`config.mk`:
```
export PLATFORM = sky130hd
export DESIGN_NAME = pbseq_top
export DESIGN_NICKNAME = d
export VERILOG_FILES = /design/src/rtl/pbseq_pkg.sv /design/src/rtl/pbseq_btn_filter.sv /design/src/rtl/pbseq_tickcnt.sv /design/src/rtl/pbseq_pg_watch.sv /design/src/rtl/pbseq_fsm.sv /design/src/rtl/pbseq_top.sv
export SDC_FILE = /design/constraint.sdc
export NUM_CORES = 1
export LEC_CHECK = 0
export CORE_ASPECT_RATIO = 0.7
export CORE_UTILIZATION = 40
export CTS_BUF_LIST = sky130_fd_sc_hd__clkbuf_8 sky130_fd_sc_hd__clkbuf_16
export CTS_CLUSTER_DIAMETER = 150
export DETAILED_ROUTE_END_ITERATION = 10
export PLACE_DENSITY = 0.73
export SYNTH_ARGS = -nofsm -noshare
export SYNTH_HDL_FRONTEND = slang
export SYNTH_HIERARCHICAL = 1
export SYNTH_SLANG_ARGS = --single-unit
export TNS_END_PERCENT = 100
```
`constraint.sdc`:
```
create_clock -name clk -period 3.1 [get_ports clk]
set_input_delay 0.93 -clock clk [delete_from_list [all_inputs] [get_ports clk]]
set_output_delay 0.93 -clock clk [all_outputs]
set_load 0.02 [all_outputs]
```
`src/rtl/pbseq_pkg.sv`:
```
package pbseq_pkg;
   typedef enum logic [1:0] {
      ST_OFF = 2'd0,
      ST_UP  = 2'd1,
      ST_RUN = 2'd2,
      ST_HIB = 2'd3
   } pbseq_state_e;
endpackage

```
`src/rtl/pbseq_btn_filter.sv`:
```
module pbseq_btn_filter #(
   parameter int SYNC_STAGES = 2,
   parameter int DEB_TICKS   = 4
) (
   input  logic clk,
   input  logic rst_n,
   input  logic tick,
   input  logic raw_n,
   output logic pressed
);
   localparam int DW = (DEB_TICKS < 2) ? 1 : $clog2(DEB_TICKS);
   localparam logic [DW-1:0] LAST = DW'(DEB_TICKS - 1);

   logic [SYNC_STAGES-1:0] sync_q;
   logic [DW-1:0]          stab_cnt;
   logic                   level;

   always_ff @(posedge clk or negedge rst_n) begin
      if (!rst_n) sync_q <= '1;
      else        sync_q <= {sync_q[SYNC_STAGES-2:0], raw_n};
   end

   assign level = ~sync_q[SYNC_STAGES-1];

   always_ff @(posedge clk or negedge rst_n) begin
      if (!rst_n) begin
         pressed  <= 1'b0;
         stab_cnt <= '0;
      end else if (level == pressed) begin
         stab_cnt <= '0;
      end else if (tick) begin
         if (stab_cnt == LAST) begin
            pressed  <= level;
            stab_cnt <= '0;
         end else begin
            stab_cnt <= stab_cnt + 1'b1;
         end
      end
   end
endmodule

```
`src/rtl/pbseq_tickcnt.sv`:
```
module pbseq_tickcnt #(
   parameter int MAX = 4,
   localparam int CW = (MAX < 1) ? 1 : $clog2(MAX + 1)
) (
   input  logic          clk,
   input  logic          rst_n,
   input  logic          clr,
   input  logic          tick,
   output logic [CW-1:0] count
);
   localparam logic [CW-1:0] TOP = CW'(MAX);

   always_ff @(posedge clk or negedge rst_n) begin
      if (!rst_n)                   count <= '0;
      else if (clr)                 count <= '0;
      else if (tick && count < TOP) count <= count + 1'b1;
   end
endmodule

```
`src/rtl/pbseq_pg_watch.sv`:
```
module pbseq_pg_watch #(
   parameter int RAILS = 7
) (
   input  logic             clk,
   input  logic             rst_n,
   input  logic [RAILS-1:0] rail_en,
   input  logic [RAILS-1:0] pgood,
   output logic             fault
);
   logic [RAILS-1:0] seen_q;
   logic [RAILS-1:0] lost;

   for (genvar k = 0; k < RAILS; k++) begin : g_rail
      always_ff @(posedge clk or negedge rst_n) begin
         if (!rst_n)          seen_q[k] <= 1'b0;
         else if (!rail_en[k]) seen_q[k] <= 1'b0;
         else if (pgood[k])   seen_q[k] <= 1'b1;
      end
      assign lost[k] = seen_q[k] & rail_en[k] & ~pgood[k];
   end

   assign fault = |lost;
endmodule

```
`src/rtl/pbseq_fsm.sv`:
```
module pbseq_fsm
   import pbseq_pkg::*;
#(
   parameter int RAILS = 7
) (
   input  logic             clk,
   input  logic             rst_n,
   input  logic             btn,
   input  logic             hold,
   input  logic             run_in,
   input  logic             force_on,
   input  logic             pg3,
   input  logic             r1_done,
   input  logic             r2_ok,
   input  logic             rst_done,
   output pbseq_state_e     state,
   output logic             clr_r1,
   output logic             clr_pg,
   output logic             enter_off,
   output logic [RAILS-1:0] rail_en
);
   pbseq_state_e nxt;
   logic from_hib;
   logic in_up, in_run, in_hib;

   always_comb begin
      nxt = state;
      unique case (state)
         ST_OFF: if (btn) nxt = ST_UP;
         ST_HIB: begin
            if (!force_on) nxt = ST_OFF;
            else if (btn)  nxt = ST_UP;
         end
         ST_UP:  if (rst_done) nxt = (hold || btn) ? ST_RUN : ST_OFF;
         ST_RUN: if (!hold && !run_in && !btn) nxt = force_on ? ST_HIB : ST_OFF;
         default: nxt = ST_OFF;
      endcase
   end

   always_ff @(posedge clk or negedge rst_n) begin
      if (!rst_n) begin
         state    <= ST_OFF;
         from_hib <= 1'b0;
      end else begin
         state <= nxt;
         if (state != ST_UP) from_hib <= (state == ST_HIB) && (nxt == ST_UP);
      end
   end

   assign in_up     = (state == ST_UP);
   assign in_run    = (state == ST_RUN);
   assign in_hib    = (state == ST_HIB);
   assign enter_off = (nxt == ST_OFF) && (state != ST_OFF);
   assign clr_r1    = !in_up;
   assign clr_pg    = !in_up || !pg3;

   assign rail_en[0] = in_run || in_hib || (in_up && (r1_done || from_hib));
   assign rail_en[1] = in_run || (in_up && r2_ok);
   assign rail_en[2] = in_run || in_up;

   for (genvar k = 3; k < RAILS; k++) begin : g_aux
      assign rail_en[k] = in_run && run_in;
   end
endmodule

```
`src/rtl/pbseq_top.sv`:
```
module pbseq_top
   import pbseq_pkg::*;
#(
   parameter int RAILS       = 7,
   parameter int SYNC_STAGES = 2,
   parameter int DEB_TICKS   = 4,
   parameter int R1_DELAY    = 2,
   parameter int PG_WAIT     = 4,
   parameter int RST_TICKS   = 260
) (
   input  logic             clk,
   input  logic             rst_n,
   input  logic             ms_tick,
   input  logic             btn_n,
   input  logic             hold_in,
   input  logic             run_in,
   input  logic [RAILS-1:0] pgood,
   input  logic             sw_we,
   input  logic             sw_force_d,
   input  logic             sw_ready_d,
   output logic [RAILS-1:0] rail_en,
   output logic             cpu_rst_n,
   output logic             btn_irq_n,
   output logic             ready_o
);
   localparam int R1W = (R1_DELAY < 1) ? 1 : $clog2(R1_DELAY + 1);
   localparam int PGW = (RST_TICKS < 1) ? 1 : $clog2(RST_TICKS + 1);

   if (RAILS < 4)            begin : g_chk_rails $error("RAILS must be at least 4"); end
   if (SYNC_STAGES < 2)      begin : g_chk_sync  $error("SYNC_STAGES must be at least 2"); end
   if (DEB_TICKS < 1)        begin : g_chk_deb   $error("DEB_TICKS must be at least 1"); end
   if (R1_DELAY < 1)         begin : g_chk_r1    $error("R1_DELAY must be at least 1"); end
   if (PG_WAIT >= RST_TICKS) begin : g_chk_pg    $error("PG_WAIT must be below RST_TICKS"); end

   logic           btn_pressed;
   logic [R1W-1:0] r1_cnt;
   logic [PGW-1:0] pg_cnt;
   logic           clr_r1, clr_pg, enter_off, fault;
   logic           force_q, ready_q;
   pbseq_state_e   state;

   pbseq_btn_filter #(.SYNC_STAGES(SYNC_STAGES), .DEB_TICKS(DEB_TICKS)) u_btn (
      .clk(clk), .rst_n(rst_n), .tick(ms_tick), .raw_n(btn_n), .pressed(btn_pressed)
   );

   pbseq_tickcnt #(.MAX(R1_DELAY)) u_r1_timer (
      .clk(clk), .rst_n(rst_n), .clr(clr_r1), .tick(ms_tick), .count(r1_cnt)
   );

   pbseq_tickcnt #(.MAX(RST_TICKS)) u_pg_timer (
      .clk(clk), .rst_n(rst_n), .clr(clr_pg), .tick(ms_tick), .count(pg_cnt)
   );

   pbseq_fsm #(.RAILS(RAILS)) u_fsm (
      .clk(clk), .rst_n(rst_n), .btn(btn_pressed), .hold(hold_in), .run_in(run_in),
      .force_on(force_q), .pg3(pgood[2]),
      .r1_done(r1_cnt == R1W'(R1_DELAY)),
      .r2_ok(pg_cnt >= PGW'(PG_WAIT)),
      .rst_done(pg_cnt == PGW'(RST_TICKS)),
      .state(state), .clr_r1(clr_r1), .clr_pg(clr_pg), .enter_off(enter_off),
      .rail_en(rail_en)
   );

   pbseq_pg_watch #(.RAILS(RAILS)) u_watch (
      .clk(clk), .rst_n(rst_n), .rail_en(rail_en), .pgood(pgood), .fault(fault)
   );

   always_ff @(posedge clk or negedge rst_n) begin
      if (!rst_n) begin
         force_q <= 1'b0;
         ready_q <= 1'b0;
      end else begin
         if (sw_we) begin
            force_q <= sw_force_d;
            ready_q <= sw_ready_d;
         end
         if (enter_off) ready_q <= 1'b0;
      end
   end

   assign ready_o   = ready_q;
   assign cpu_rst_n = (state == ST_RUN) && !fault;
   assign btn_irq_n = !((state == ST_RUN) && btn_pressed);
endmodule

```
* Word-level counts from Yosys, hierarchy flattened
Index checks and enable logic that the tools add are counted.
** Storage, ports and cells
- Logic and storage cells :: 125
- Input bits :: 16
- Output and inout bits :: 10
- Bits in registers :: 28
** Cells by class
- Bitwise operators :: 23
- Order comparisons :: 3
- Reduce and logical (&&, ||, !) cells :: 33
- $add $sub $neg :: 3
- Equal/unequal tests :: 17
- Muxes and demuxes :: 30
** Operators by type and width (number)
- two-way mux 2 bit :: 11
- two-way mux 9 bit :: 2
- two-way mux 1 bit :: 16
- != test 2 bit, second input constant :: 8
- bitwise AND 1 bit :: 14
- logical AND 1 bit :: 11
- adder 9 x 1 -> 9 bit, second input constant :: 1
- equality test 9 bit, second input constant :: 1
- >= comparator 9 x 3 -> 1 bit, second input constant :: 1
- less-than comparator 9 bit, second input constant :: 1
- NOT 1 bit :: 9
- equality test 2 bit, second input constant :: 4
- one-hot mux 2 bit (4 select lines) :: 1
- nonzero test 2 bit :: 4
- zero test 1 bit :: 7
- logical OR 1 bit :: 7
- OR reduction 7 bit :: 1
- adder 2 x 1 -> 2 bit, second input constant :: 2
- equality test 2 x 1 -> 1 bit, second input constant :: 2
- zero test 2 bit :: 2
- AND reduction 3 bit :: 1
- less-than comparator 2 bit, second input constant :: 1
- != test 2 x 1 -> 1 bit, second input constant :: 1
- equality test 1 bit :: 1

* Depth between registers and ports, before layout
- Word-level depth :: 9
- Depth in mapped cells :: 8
- Gate-level depth less buffers :: 8

* Modules after synthesis
Netlist, hierarchy kept.
** Modules (own cells, without submodules)
- pbseq_tickcnt (u_pg_timer) :: times used 1, seq. area each 225.2 µm², cells an instance 49, area each 465.4 µm²
- pbseq_fsm :: times used 1, seq. area each 75.1 µm², cells an instance 41, area each 337.8 µm²
- pbseq_pg_watch :: times used 1, seq. area each 175.2 µm², cells an instance 26, area each 284.0 µm²
- pbseq_btn_filter :: times used 1, seq. area each 127.6 µm², cells an instance 15, area each 200.2 µm²
- pbseq_top :: times used 1, seq. area each 50.0 µm², cells an instance 12, area each 127.6 µm²
- pbseq_tickcnt (u_r1_timer) :: times used 1, seq. area each 50.0 µm², cells an instance 8, area each 92.6 µm²

* Worst setup path before layout
No wires, ideal clock.
- Kind :: reg2out
- Start point :: reg u_pg_timer.count[4]
- End point :: out cpu_rst_n
- Buffers on the path :: 0
- Cell stages (with the launch flop) :: 8
- Arrival time :: 2.795 ns
- Data required time :: 2.170 ns
- Setup slack :: -0.625 ns
- Path through :: dfrtp_1 > or4_1 > or4_1 > a21o_1 > nand2_1 > o22ai_1 > or4_1 > nor3b_1
** Between the ends
- Longest elaborated chain between the ends :: 8
** Ends and longest elaborated chain
- start: declaration :: RTL line pbseq_tickcnt.sv:9 : output logic [CW-1:0] count
- start signal: assignment :: RTL line pbseq_tickcnt.sv:16 : else if (tick && count < TOP) count <= count + 1'b1;
- >= comparator 9 x 3 -> 1 bit :: RTL line pbseq_top.sv:58 : .r2_ok(pg_cnt >= PGW'(PG_WAIT)),
- logical AND 1 bit :: RTL line pbseq_fsm.sv:58 : assign rail_en[1] = in_run || (in_up && r2_ok);
- logical OR 1 bit :: RTL line pbseq_fsm.sv:58
- net rail_en[1] :: RTL line pbseq_top.sv:21 : output logic [RAILS-1:0] rail_en,
- bitwise AND 1 bit (2 in a row) :: RTL line pbseq_pg_watch.sv:19 : assign lost[k] = seen_q[k] & rail_en[k] & ~pgood[k];
- OR reduction 7 bit :: RTL line pbseq_pg_watch.sv:22 : assign fault = |lost;
- net fault :: RTL line pbseq_top.sv:38 : logic clr_r1, clr_pg, enter_off, fault;
- zero test 1 bit :: RTL line pbseq_top.sv:82 : assign cpu_rst_n = (state == ST_RUN) && !fault;
- logical AND 1 bit :: RTL line pbseq_top.sv:82
- end: declaration :: RTL line pbseq_top.sv:22 : output logic cpu_rst_n,
The timed path passes the listed nets, and every way through them passes these cells.

* Final worst setup path
- Start point :: reg u_pg_timer.count[7]
- End point :: out cpu_rst_n
** Between the ends
- Longest elaborated chain between the ends :: 8
** Ends and longest elaborated chain (RTL line)
- >= comparator 9 x 3 -> 1 bit :: pbseq_top.sv:58
- logical AND 1 bit :: pbseq_fsm.sv:58
- logical OR 1 bit :: pbseq_fsm.sv:58
- bitwise AND 1 bit (2 in a row) :: pbseq_pg_watch.sv:19
- OR reduction 7 bit :: pbseq_pg_watch.sv:22
- net fault :: pbseq_top.sv:38
- zero test 1 bit :: pbseq_top.sv:82
- logical AND 1 bit :: pbseq_top.sv:82
The timed path passes the listed nets, and every way through them passes these cells.

==> impl_metrics.yaml <==
route:
  vias: 1343
  drt_pass1_iterations: 4
  wl_microns: 3795
  wl_per_cell_microns: 14.77
  drt_iter0_drc: 86
  via_per_inst: 5.226
  drc_errors: 0
  ant_nets: 0
power_and_ir_drop:
  p_leak_nw: 0.9842
  switching_share_pct: 31.62
  p_int_mw: 0.8027
  vdd_drop_max_uv: 292.4
  seq_power_share_pct: 40.5
  clkPwrFrac_pct: 24.4
  switchingPower_mw: 0.3711
  combPwrFrac_pct: 35.1
  finalPower_mw: 1.174
  powerDensity_mw_per_mm2: 554.2
run_status:
  status: "finished, violations left"
  violations: "negative setup slack"
logic_synthesis:
  yosys_warnings: 6
  synth_largest_area_cell: "dfrtp_1"
  synth.distinct_cells: 44
  synth_flop_cell: "dfrtp_1"
  syn-num-nets: 173
  ys_ff_latch: 28
  yosysSeqAreaShare_pct: 46.64
  syn_inst: 151
  syn_avg_cell_area_sq_um: 9.985
  synth-edff-count: 0
  ys_top_cells_by_area: "dfrtp_1 (43%), ha_1 (5.0%), nand2_1 (4.0%), dfstp_2 (3.5%), o21a_1 (3.5%)"
  synthArstFlopShare_pct: 100.0
  synth_top_area_share_pct: 43.15
  syn_area_sq_mm: 0.001508
timing:
  setup_ws_ns: -0.6171
  tns_ns: -0.6171
  worst_pin_slew_ns: 0.4171
  slew_viol_final: 0
  period_share_pct: 119.9
  final_hold_viol_count: 0
  finalSetupViolCount: 1
  max_freq_ghz: 0.2690
  rsz0062_at_grt: "true"
  max_slew_margin_pct: 72.01
  period_needed_ns: 3.717
  skew_ns: 0.01233
  timing.hold.ws_ns: 0.3656
global_routing:
  met1_usage_pct: 28.44
  grt_overflow_total: 0
  grt_antenna_before_repair: 0
  grtUsageMet2_pct: 35.71
  grt_pass1_vias: 1309
  grt_pass1_wl_microns: 6237
  busiest_layer: "met2"
  grt_max_degree: 29
  grt_use_total_pct: 21.33
  use_met3_pct: 4.190
finish:
  final_area_sq_mm: 0.002118
  layout.nets: 230
  final_util_pct: 59.53
  drive_above_1_share_pct: 27.05
  diodes: 0
  finalNonFillerCells: 257
  syn_to_final_growth_pct: 40.50
  fill_cells: 320
floorplanning:
  core-area_sq_mm: 0.003558
  die_x_microns: 75.38
  io_pins: 26
  row_count: 18
  start_util_pct: 42.37
  die_area_sq_mm: 0.004023
  die_y_microns: 53.37
clock_network:
  clockBufferDepth: 2
  clock-root-buffer: "clkbuf_8"
  post-cts-setup-buffers: 0
  cts_hold_buf: 0
  clk_pin_slew_ns: 0.10
  cts_tree: "yes"
  cts.sinks: 28
  clock_latency_ns: 0.28
  cts_buffers: 3
  htreeDepth: 1
setup_path:
  cp-end-kind: "output port"
  worstPathMaxFanout: 2
  r2r_slack_ns: 0.70
  reg2reg_to: "u_fsm/from_hib"
  cp-start-kind: "flop"
  cp.required_ns: 2.17
  r2r_cells: 6
  path_class: "flop to output port"
  arrival_ns: 2.79
  timing.rr.start: "u_pg_timer/count[7]"
placement:
  dpl.hpwl_microns: 2901
  place.gp.congestion: 0.8728
  dpl_cell_area_sq_mm: 0.002044
  place_ws_ns: -0.8938
  io_buffer_count: 25
  dp_cells: 253
job:
  drv_cap: 0
worst_hold_path:
  hold_class: "flop to flop"
  hp-start: "u_btn/sync_q[0]"
  worstHoldPathCells: 0
  min_to: "u_btn/sync_q[1]"
==> final cells by class <==
cell class	count	area [sq um]	share of cell area (%)
Multi-Input combinational cell	111	770.7	36.39
Clock buffer	3	41.29	1.949
Tap cell	50	62.56	2.953
Sequential cell	28	703.2	33.20
Inverter	7	26.28	1.240
Timing Repair Buffer	57	484.2	22.86
Clock inverter	1	30.03	1.418
==> registers in the layout (all words and copies together), names as in the netlist <==
| register | flops |
|---|---|
| u_btn/sync_q | 2 |
| ready_o | 1 |
| u_r1_timer/count | 2 |
| u_fsm/from_hib | 1 |
| u_pg_timer/count | 9 |
| u_btn/pressed | 1 |
| u_watch/seen_q | 7 |
| u_btn/stab_cnt | 2 |
| u_fsm/state | 2 |
| force_q | 1 |
==> how the worst max path moves through the flow <==
stage / to / startpoint
after floorplan: cpu_rst_n / u_pg_timer/count[7]
after global placement: cpu_rst_n / run_in
after detailed placement: cpu_rst_n / run_in
after CTS: cpu_rst_n / u_pg_timer/count[7]
after global routing: cpu_rst_n / u_pg_timer/count[7]
final: cpu_rst_n / u_pg_timer/count[7]
==> worst max-delay path, stage by stage (launching register included) <==
cell     delay, ns
dfrtp_1       0.38
or4_4         0.54
or4_4         0.43
a21o_1        0.18
nand2_1       0.06
o22ai_1       0.08
or4_4         0.50
nor3b_4       0.20
buf_6         0.14
==> per-layer routing <==
| metal | part of all wire [%] | wire length, microns |
|---|---|---|
| met5 | 0 | 0 |
| met3 | 3.6 | 137 |
| met1 | 46 | 1761 |
| met4 | 0.45 | 17 |
| met2 | 50 | 1879 |
==> what timing repair did <==
item,in CTS,in global routing
pin swaps,0,2
gates resized for setup,19,0
endpoints found under the setup margin,6,1
==> kinds of logic (layout without fill, tap and decap cells) <==
kind of cell	count (synthesis)	in the layout	share of synthesized area (%)
xor gates and xnor gates	2	2	1.162
muxes	6	6	4.398
AOI/OAI and AO/OA	34	34	15.27
and+or+nand+nor	63	63	23.73
buffers and inverters	12	68	3.817
adders and majority gates	6	6	4.979
DFF	28	28	46.64
==> cells in the final DEF, fill, tap and decap left out, drive strengths merged, types with 3 or more instances in the layout <==
master	Yosys	layout
a21oi	9	9
buf	5	34
clkbuf	0	3
clkdlybuf4s50	0	19
dfrtp	26	26
ha	6	6
inv	7	7
mux2i	4	4
nand2	16	16
nand2b	3	3
nand3	4	4
nor2	11	11
nor2b	4	4
nor3	3	3
o21a	7	7
o21ai	5	5
o22ai	3	3
or3	6	6
or4	4	4
==> power groups by stage <==
stage	clock, mW	combinational [mW]	sequential, mW
after detailed placement	0	0.413	0.482
after global routing	0.312	0.462	0.485
after global placement	0	0.387	0.474
after floorplan	0	0.213	0.482
after CTS	0.298	0.414	0.476
final	0.287	0.412	0.475
==> synthesized netlist by cell type, types with 3 or more instances <==
library cell	number
nand2b_1	3
buf_4	3
nand2_1	16
o22ai_1	3
nor3_1	3
dfrtp_1	26
o21ai_0	5
a21oi_1	9
or4_1	4
o21a_1	7
nor2_1	11
inv_1	7
ha_1	6
mux2i_1	4
nor2b_1	3
nand3_1	4
No activity file was read; power rests on OpenSTA's default activity.
